==> src/rtl/irq_vector_pkg.sv <==
package irq_vector_pkg;
   localparam int STAT_SENSE_BIT = 7;
   localparam int STAT_GIE_BIT   = 2;
   localparam int VEC_STRIDE_LOG = 1;   // two-byte table entries
   localparam int VEC_FIRST_SLOT = 1;   // slot 0 belongs to reset

   function automatic int slot_addr(input int idx);
      return (idx + VEC_FIRST_SLOT) << VEC_STRIDE_LOG;
   endfunction
endpackage

==> src/rtl/irq_pend_bank.sv <==
module irq_pend_bank #(
   parameter int NUM_SRC = 12
) (
   input  logic               clk,
   input  logic               rst,
   input  logic [NUM_SRC-1:0] set_i,
   input  logic [NUM_SRC-1:0] clr_i,
   input  logic               en_we,
   input  logic [NUM_SRC-1:0] en_wdata,
   output logic [NUM_SRC-1:0] pend_o,
   output logic [NUM_SRC-1:0] en_o
);
   logic [NUM_SRC-1:0] en_q;

   for (genvar g = 0; g < NUM_SRC; g++) begin : g_latch
      logic pend_q;
      always_ff @(posedge clk) begin
         if (rst)
            pend_q <= 1'b0;
         else if (set_i[g])
            pend_q <= 1'b1;   // set beats clear
         else if (clr_i[g])
            pend_q <= 1'b0;
      end
      assign pend_o[g] = pend_q;
   end

   always_ff @(posedge clk) begin
      if (rst)
         en_q <= '0;
      else if (en_we)
         en_q <= en_wdata;
   end
   assign en_o = en_q;
endmodule

==> src/rtl/irq_prio_enc.sv <==
module irq_prio_enc #(
   parameter int NUM_SRC = 12,
   localparam int IDX_W  = (NUM_SRC > 1) ? $clog2(NUM_SRC) : 1
) (
   input  logic [NUM_SRC-1:0] req_i,
   output logic               any_o,
   output logic [IDX_W-1:0]   idx_o,
   output logic [NUM_SRC-1:0] onehot_o
);
   always_comb begin
      idx_o    = '0;
      onehot_o = '0;
      for (int i = NUM_SRC - 1; i >= 0; i--) begin
         if (req_i[i]) begin
            idx_o    = IDX_W'(i);
            onehot_o = NUM_SRC'(1) << i;
         end
      end
   end
   assign any_o = |req_i;
endmodule

==> src/rtl/irq_gie_ctl.sv <==
module irq_gie_ctl (
   input  logic clk,
   input  logic rst,
   input  logic ack_fire,
   input  logic di_stb,
   input  logic ei_stb,
   input  logic reti_stb,
   output logic gie_o
);
   logic gie_q;
   always_ff @(posedge clk) begin
      if (rst)
         gie_q <= 1'b0;
      else if (ack_fire || di_stb)
         gie_q <= 1'b0;
      else if (ei_stb || reti_stb)
         gie_q <= 1'b1;
   end
   assign gie_o = gie_q;
endmodule

==> src/rtl/irq_vector_ctl.sv <==
module irq_vector_ctl
   import irq_vector_pkg::*;
#(
   parameter int NUM_SRC = 12,
   parameter int VEC_W   = 8
) (
   input  logic               clk,
   input  logic               rst,
   input  logic [NUM_SRC-1:0] src_evt,
   input  logic               en_we,
   input  logic [NUM_SRC-1:0] en_wdata,
   input  logic               cpu_ack,
   input  logic               di_stb,
   input  logic               ei_stb,
   input  logic               reti_stb,
   output logic               irq,
   output logic [VEC_W-1:0]   vec_addr,
   output logic [7:0]         status
);
   localparam int IDX_W = (NUM_SRC > 1) ? $clog2(NUM_SRC) : 1;

   if (NUM_SRC < 1) begin : g_bad_num
      $error("irq_vector_ctl: NUM_SRC must be at least 1");
   end
   if (VEC_W < 2 || VEC_W > 16 || slot_addr(NUM_SRC - 1) >= (1 << VEC_W)) begin : g_bad_vec
      $error("irq_vector_ctl: VEC_W cannot hold the highest table address");
   end

   logic [NUM_SRC-1:0] pend, en, masked, win_oh, clr;
   logic [IDX_W-1:0]   win_idx;
   logic               sense, gie, ack_fire;
   logic [VEC_W-1:0]   vec_q;

   assign masked   = pend & en;
   assign ack_fire = cpu_ack & irq;
   assign clr      = ack_fire ? win_oh : '0;

   irq_pend_bank #(.NUM_SRC(NUM_SRC)) u_bank (
      .clk(clk), .rst(rst), .set_i(src_evt), .clr_i(clr),
      .en_we(en_we), .en_wdata(en_wdata), .pend_o(pend), .en_o(en)
   );

   irq_prio_enc #(.NUM_SRC(NUM_SRC)) u_enc (
      .req_i(masked), .any_o(sense), .idx_o(win_idx), .onehot_o(win_oh)
   );

   irq_gie_ctl u_gie (
      .clk(clk), .rst(rst), .ack_fire(ack_fire), .di_stb(di_stb),
      .ei_stb(ei_stb), .reti_stb(reti_stb), .gie_o(gie)
   );

   always_ff @(posedge clk) begin
      if (rst)
         vec_q <= '0;
      else if (ack_fire)
         vec_q <= VEC_W'(slot_addr(int'(win_idx)));
   end

   assign irq      = gie & sense;
   assign vec_addr = vec_q;

   always_comb begin
      status                 = 8'h00;
      status[STAT_SENSE_BIT] = sense;
      status[STAT_GIE_BIT]   = gie;
   end
endmodule

==> config.mk <==
export PLATFORM = sky130hd
export DESIGN_NAME = irq_vector_ctl
export DESIGN_NICKNAME = d
export VERILOG_FILES = /design/src/rtl/irq_vector_pkg.sv /design/src/rtl/irq_pend_bank.sv /design/src/rtl/irq_prio_enc.sv /design/src/rtl/irq_gie_ctl.sv /design/src/rtl/irq_vector_ctl.sv
export SDC_FILE = /design/constraint.sdc
export NUM_CORES = 1
export LEC_CHECK = 0
export BUFFER_PORTS_ARGS = -buffer_cell sky130_fd_sc_hd__buf_2
export CORE_ASPECT_RATIO = 1.4
export CORE_UTILIZATION = 52
export CTS_BUF_LIST = sky130_fd_sc_hd__clkbuf_8
export DETAILED_ROUTE_END_ITERATION = 8
export HOLD_SLACK_MARGIN = 0.03
export PLACE_DENSITY = 0.82
export SLEW_MARGIN = 10
export SYNTH_ARGS = -nofsm -noshare
export SYNTH_HDL_FRONTEND = slang
export SYNTH_SLANG_ARGS = --single-unit
==> constraint.sdc <==
create_clock -name clk -period 2.1 [get_ports clk]
set_clock_uncertainty 0.15 [all_clocks]
set_input_delay 0.105 -clock clk [delete_from_list [all_inputs] [get_ports clk]]
set_output_delay 0.105 -clock clk [all_outputs]
set_load 0.005 [all_outputs]
== Word-level counts from Yosys, hierarchy flattened ==
Cells that the tools add are included.

* Input port bits: 31
* Logic and storage cells: 84
* Register bits: 32
* Output and inout port bits: 17

* Add/subtract/negate cells: 1
* Bitwise logic cells: 3
* Muxes and demuxes: 49
* Reduce and logical (&&, ||, !) cells: 16

{| class="wikitable"
|+ Operator list
! operator !! number
|-
| $mux 12 || 13
|-
| $mux 4 || 12
|-
| $mux 1 || 24
|-
| $reduce_bool 2->1 || 12
|-
| $and 12x12->12 || 1
|-
| $reduce_or 12->1 || 1
|-
| $add 4x1->5 const B || 1
|-
| $and 1x1->1 || 2
|-
| $logic_or 1x1->1 || 2
|-
| $reduce_or 2->1 || 1
|}

== Logic depth before layout (Yosys ltp) ==
* Depth in word-level cells: 16
* Mapped depth: 8
* Gate-level depth less buffers: 8

== Cells and area by module ==
Synthesis repeated with hierarchy kept, for this count alone.

* Cells, all modules: 198
* Area, all modules: 1686.6 sq um

{| class="wikitable"
|+ By module, submodules not included
! module !! times used !! seq. area each (sq um) !! cells an instance !! area each (sq um)
|-
| irq_pend_bank || 1 || 480.5 || 99 || 937.1
|-
| irq_vector_ctl || 1 || 100.1 || 60 || 485.5
|-
| irq_prio_enc || 1 || 0.0 || 36 || 221.5
|-
| irq_gie_ctl || 1 || 20.0 || 3 || 42.5
|}

== Least setup slack after synthesis ==
Ideal clock, no wire load.

* Kind: register -> register
* Start: register u_bank.en_q[8], in the netlist u_bank.en_o[8]
* End: register vec_q[2], in the netlist vec_addr[2]
* Data arrival time: 1.352 ns
* Setup time: 0.129 ns
* Cell stages (with the launch flop): 9
* Path buffers: 0
* Required time: 1.821 ns
* Slack: 0.469 ns
* Cells stage by stage: dfxtp_1 > a22oi_1 > inv_1 > o21ai_0 > nand2_1 > a21oi_1 > ha_1 > mux2i_1 > nor2_1

* Longest elaborated chain between the ends: 11
* Elaborated cells between the ends (all ways): 14

{| class="wikitable"
|+ RTL lines
! item !! line !! RTL
|-
| start, declared || irq_pend_bank.sv:13 || <nowiki>logic [NUM_SRC-1:0] en_q;</nowiki>
|-
| start signal, assigned || irq_pend_bank.sv:32 || <nowiki>en_q <= en_wdata;</nowiki>
|-
| $and 12x12->12 * || irq_vector_ctl.sv:34 || <nowiki>assign masked = pend & en;</nowiki>
|-
| $mux 4 (9 in series) || irq_prio_enc.sv:14 || <nowiki>if (req_i[i]) begin</nowiki>
|-
| $add 4x1->5 || irq_vector_pkg.sv:8 || <nowiki>return (idx + VEC_FIRST_SLOT) << VEC_STRIDE_LOG;</nowiki>
|-
| end signal, assigned || irq_vector_ctl.sv:56 || <nowiki>vec_q <= VEC_W'(slot_addr(int'(win_idx)));</nowiki>
|-
| end, declared || irq_vector_ctl.sv:32 || <nowiki>logic [VEC_W-1:0] vec_q;</nowiki>
|}

Every way passes the cells marked *; elsewhere a longest branch is shown, timed or not.
A chain may end at the register's enable or synchronous reset.

== Worst setup path after layout ==
* Start: register u_bank.g_latch[0].pend_q
* End: register u_gie.gie_q, in the netlist u_gie.gie_o

* Longest elaborated chain between the ends: 6

{| class="wikitable"
|+ RTL lines
! item !! line !! RTL
|-
| start, declared || irq_pend_bank.sv:16 || <nowiki>logic pend_q;</nowiki>
|-
| start signal, assigned || irq_pend_bank.sv:19 || <nowiki>pend_q <= 1'b0;</nowiki>
|-
| start signal, assigned || irq_pend_bank.sv:21 || <nowiki>pend_q <= 1'b1;</nowiki>
|-
| start signal, assigned || irq_pend_bank.sv:23 || <nowiki>pend_q <= 1'b0;</nowiki>
|-
| $and 12x12->12 || irq_vector_ctl.sv:34 ||
|-
| $reduce_or 12->1 || irq_prio_enc.sv:20 || <nowiki>assign any_o = |req_i;</nowiki>
|-
| $and 1x1->1 || irq_vector_ctl.sv:59 || <nowiki>assign irq = gie & sense;</nowiki>
|-
| $and 1x1->1 || irq_vector_ctl.sv:35 || <nowiki>assign ack_fire = cpu_ack & irq;</nowiki>
|-
| $logic_or 1x1->1 || irq_gie_ctl.sv:14 || <nowiki>else if (ack_fire || di_stb)</nowiki>
|-
| $reduce_or 2->1 (no line) || -- ||
|-
| end signal, assigned || irq_gie_ctl.sv:13 || <nowiki>gie_q <= 1'b0;</nowiki>
|-
| end signal, assigned || irq_gie_ctl.sv:15 || <nowiki>gie_q <= 1'b0;</nowiki>
|-
| end signal, assigned || irq_gie_ctl.sv:17 || <nowiki>gie_q <= 1'b1;</nowiki>
|-
| end, declared || irq_gie_ctl.sv:10 || <nowiki>logic gie_q;</nowiki>
|}

Every way passes these cells.

==> flow_metrics.py <==
metrics = {
    "global_route": {
        "grt_first_pass_wirelength_um": 5930,
        "gr-usage-all-layers_pct": 27.3,
        "antenna_found_initial": 0,
        "residual_overflow_from_global_routing": 0,
        "pin_count_of_the_biggest_net_entering_global_routing": 32,
        "first_global_vias": 1446,
    },
    "timing": {
        "max_slew_vio_count": 0,
        "max_slew_headroom_pct": 61.8,
        "report.final.setup_viol": 0,
        "fin_crit_ns": 1.97,
        "hold_slack_ns": 0.0953,
        "grt_setup_unrepaired": "false",
        "finalCritPeriodShare_pct": 93.6,
        "report.final.hold_viol_count": 0,
        "fmaxAchievable_ghz": 0.509,
        "worst_slew_pin_slew_ns": 0.573,
        "setup_tns_ns": 0,
    },
    "drt": {
        "remaining_drc_errors": 0,
        "routed_wire_length_per_instance_um": 13.2,
        "detail_route.iter0.violations": 47,
        "antenna_violating_nets_post_route": 0,
        "vias_per_cell": 5.38,
        "detail_route.wirelength_um": 3470,
        "route.vias.total": 1421,
        "iteration_count_of_the_initial_detailed_routing_pass": 4,
    },
    "min_path": {
        "timing.hold.worst.class": "in2reg",
    },
    "finish": {
        "final_core_utilization_pct": 74.8,
        "top_library_cells_by_usage_in_the_layout_fill_and_taps_aside": "buf_2 (38), dfxtp_1 (30), nor2_1 (28)",
        "drive_above_1_share_pct": 25.9,
        "fin_nets": 259,
        "layout-area-overhead-vs-synth_pct": 35.1,
        "antenna-diode-count": 0,
        "layout.cells.most_common": "buf_2",
        "nFillCells": 202,
    },
    "critical_path": {
        "crit_path_max_incr_delay_ns": 0.57,
        "worst-path-max-fanout": 5,
        "cp.required_ns": 2.18,
        "worst_path_dominant_cell_family": "buffers and inverters",
        "timing.critical_path.slowest_stage_cell": "dlygate4sd3_1",
        "worst-endpoint-arrival_ns": 2.05,
        "crit_buf_inv": 1,
        "critical_path_class": "reg2reg",
        "end_kind": "register",
        "setup.reg_to_reg.worst_slack_ns": 0.13,
        "crit_path_start_kind": "register",
        "cp_cell_sequence": "a22oi_2 -> and4_4 -> a21oi_2 -> nor4_1 -> dlygate4sd3_1",
    },
    "floorplan": {
        "die_width_um": 47.1,
        "placementRows": 22,
        "dieArea_um2": 3060,
        "initial_core_util_pct": 55.3,
        "fp.dieH_um": 65.1,
        "io_pins": 48,
        "core_um2": 2670,
    },
    "synth": {
        "number_of_enable_type_register_cells_in_the_synthesized_netlist": 0,
        "yosysTopAreaCell": "dfxtp_1",
        "synth_top_cells_by_area": "dfxtp_1 (41%), mux2i_1 (9.5%), nor2_1 (7.1%)",
        "syn-instance-count": 163,
        "syn_area_um2": 1480,
        "synthesis_warnings": 0,
        "yosysUniqueCellTypes": 42,
        "post_synth.cell_area_avg_um2": 9.07,
        "sequential_area_share_after_synthesis_pct": 40.6,
        "dominantRegCellSynth": "dfxtp_1",
        "ys_seq_elements": 30,
        "async_flop_share_pct": 0,
        "synth_largest_type_area_fraction_pct": 40.6,
    },
    "cts": {
        "post_cts_buffers": 0,
        "cts.htree.levels": 2,
        "clk-insertion-delay-late_ns": 0.29,
        "cts_num_sinks": 30,
        "cts_buf_count": 5,
        "cts.reportedPaths.clkPinSlew_ns": 0.06,
        "max_buffers_root_to_sink": 2,
        "clock_tree.root_cell": "clkbuf_8",
        "cts_tree": "done",
    },
    "power_and_ir_drop": {
        "power_leakage_nw": 0.915,
        "p_per_area_nw_per_um2": 668,
        "worst_ir_drop_vdd_v": 0.000580,
    },
    "placement": {
        "buffer_ports.inserted": 38,
        "gp_routability_congestion": 0.828,
        "detailed_placement_hpwl_um": 2250,
    },
    "outcome": {
        "outcome": "completed",
    },
    "run": {
        "max_cap_viol_count": 0,
    },
}
registers in the layout, summed over array words and instances, names as in the netlist:
| name | cells |
|---|---|
| u_bank.en_o | 12 |
| u_bank.g_latch.pend_q | 12 |
| vec_addr | 5 |
| u_gie.gie_o | 1 |
synthesized netlist by cell type, types with 2 or more instances:
master and count:
a22oi_2 4, buf_4 11, o21ai_0 2, inv_1 4, mux2i_1 14, nor2_1 28, nor3_1 8, a311oi_1 2
nor4_1 2, nand2_1 13, buf_1 2, a211oi_1 3, and2_1 2, dfxtp_1 30, and4b_1 4, nand4_1 2
a21oi_1 3, a22oi_1 2, nand3_1 4
metrics by stage:
stage | total power (W) | std cells | cell area, um2 | worst slack, ns
CTS | 0.00134 | 264 | 1990 | 0.0679
global placement | 0.000822 | 230 | 1640 | 0.325
global route | 0.00140 | 264 | 2000 | 0.0119
detailed placement | 0.000830 | 230 | 1640 | 0.263
floorplan | 0.000783 | 171 | 1510 | 0.469
finish | 0.00133 | 264 | 2000 | 0.135
cell families after synthesis:
kind of cell,count (synthesis),share of synthesized area [%]
simple gates,71,25.8
fa+ha+maj,1,0.847
mux,14,9.48
flops,30,40.6
xor+xnor,1,0.593
buf+inv,21,8.72
compound gates,24,13.6
other cells,1,0.254
worst min-delay path: cells and delay by family:
family	cells	cell delay, ns
buffers and inverters	1	0.09
and+or+nand+nor	1	0.19
AOI/OAI and AO/OA	1	0.09
layout make-up:
type                    count  area, um2  share of cell area [%]
well taps                  36       45.0                    2.26
flip-flops and latches     30        601                    30.1
clock inverters             2       8.76                   0.439
repair buffers             65        458                    22.9
inverters                   5       18.8                   0.940
multi-input cells         120        783                    39.2
clock buffers               6       82.6                    4.14
power breakdown:
part           total, W  internal [W]  switching (W)  leakage [nW]
clock          0.000473      0.000259       0.000214        0.0524
combinational  0.000222      0.000120       0.000102         0.614
sequential     0.000638      0.000604      0.0000341         0.248
final timing paths:
path	cells past startpoint	end	from
worst max-delay path	5	u_gie.gie_o	u_bank.g_latch[0].pend_q
worst min-delay path	3	vec_addr[1]	cpu_ack
worst max register to register	5	u_gie.gie_o	u_bank.g_latch[0].pend_q
worst min register to register	1	vec_addr[5]	vec_addr[5]
what timing repair did:
item / CTS / global route
gates resized for setup: 0 / 1
hold buffers: 26 / 0
setup endpoints to repair: 0 / 2
endpoints found under the hold margin: 25 / 0
per-layer routing:
metal,GRT usage [%],wire [um],up-vias
li1,-,-,692
met1,29.3,1380,666
met2,45.7,1810,51
met3,8.36,155,12
met4,14.3,122,0
met5,0,0,-
(Power assumes the default switching activity.)
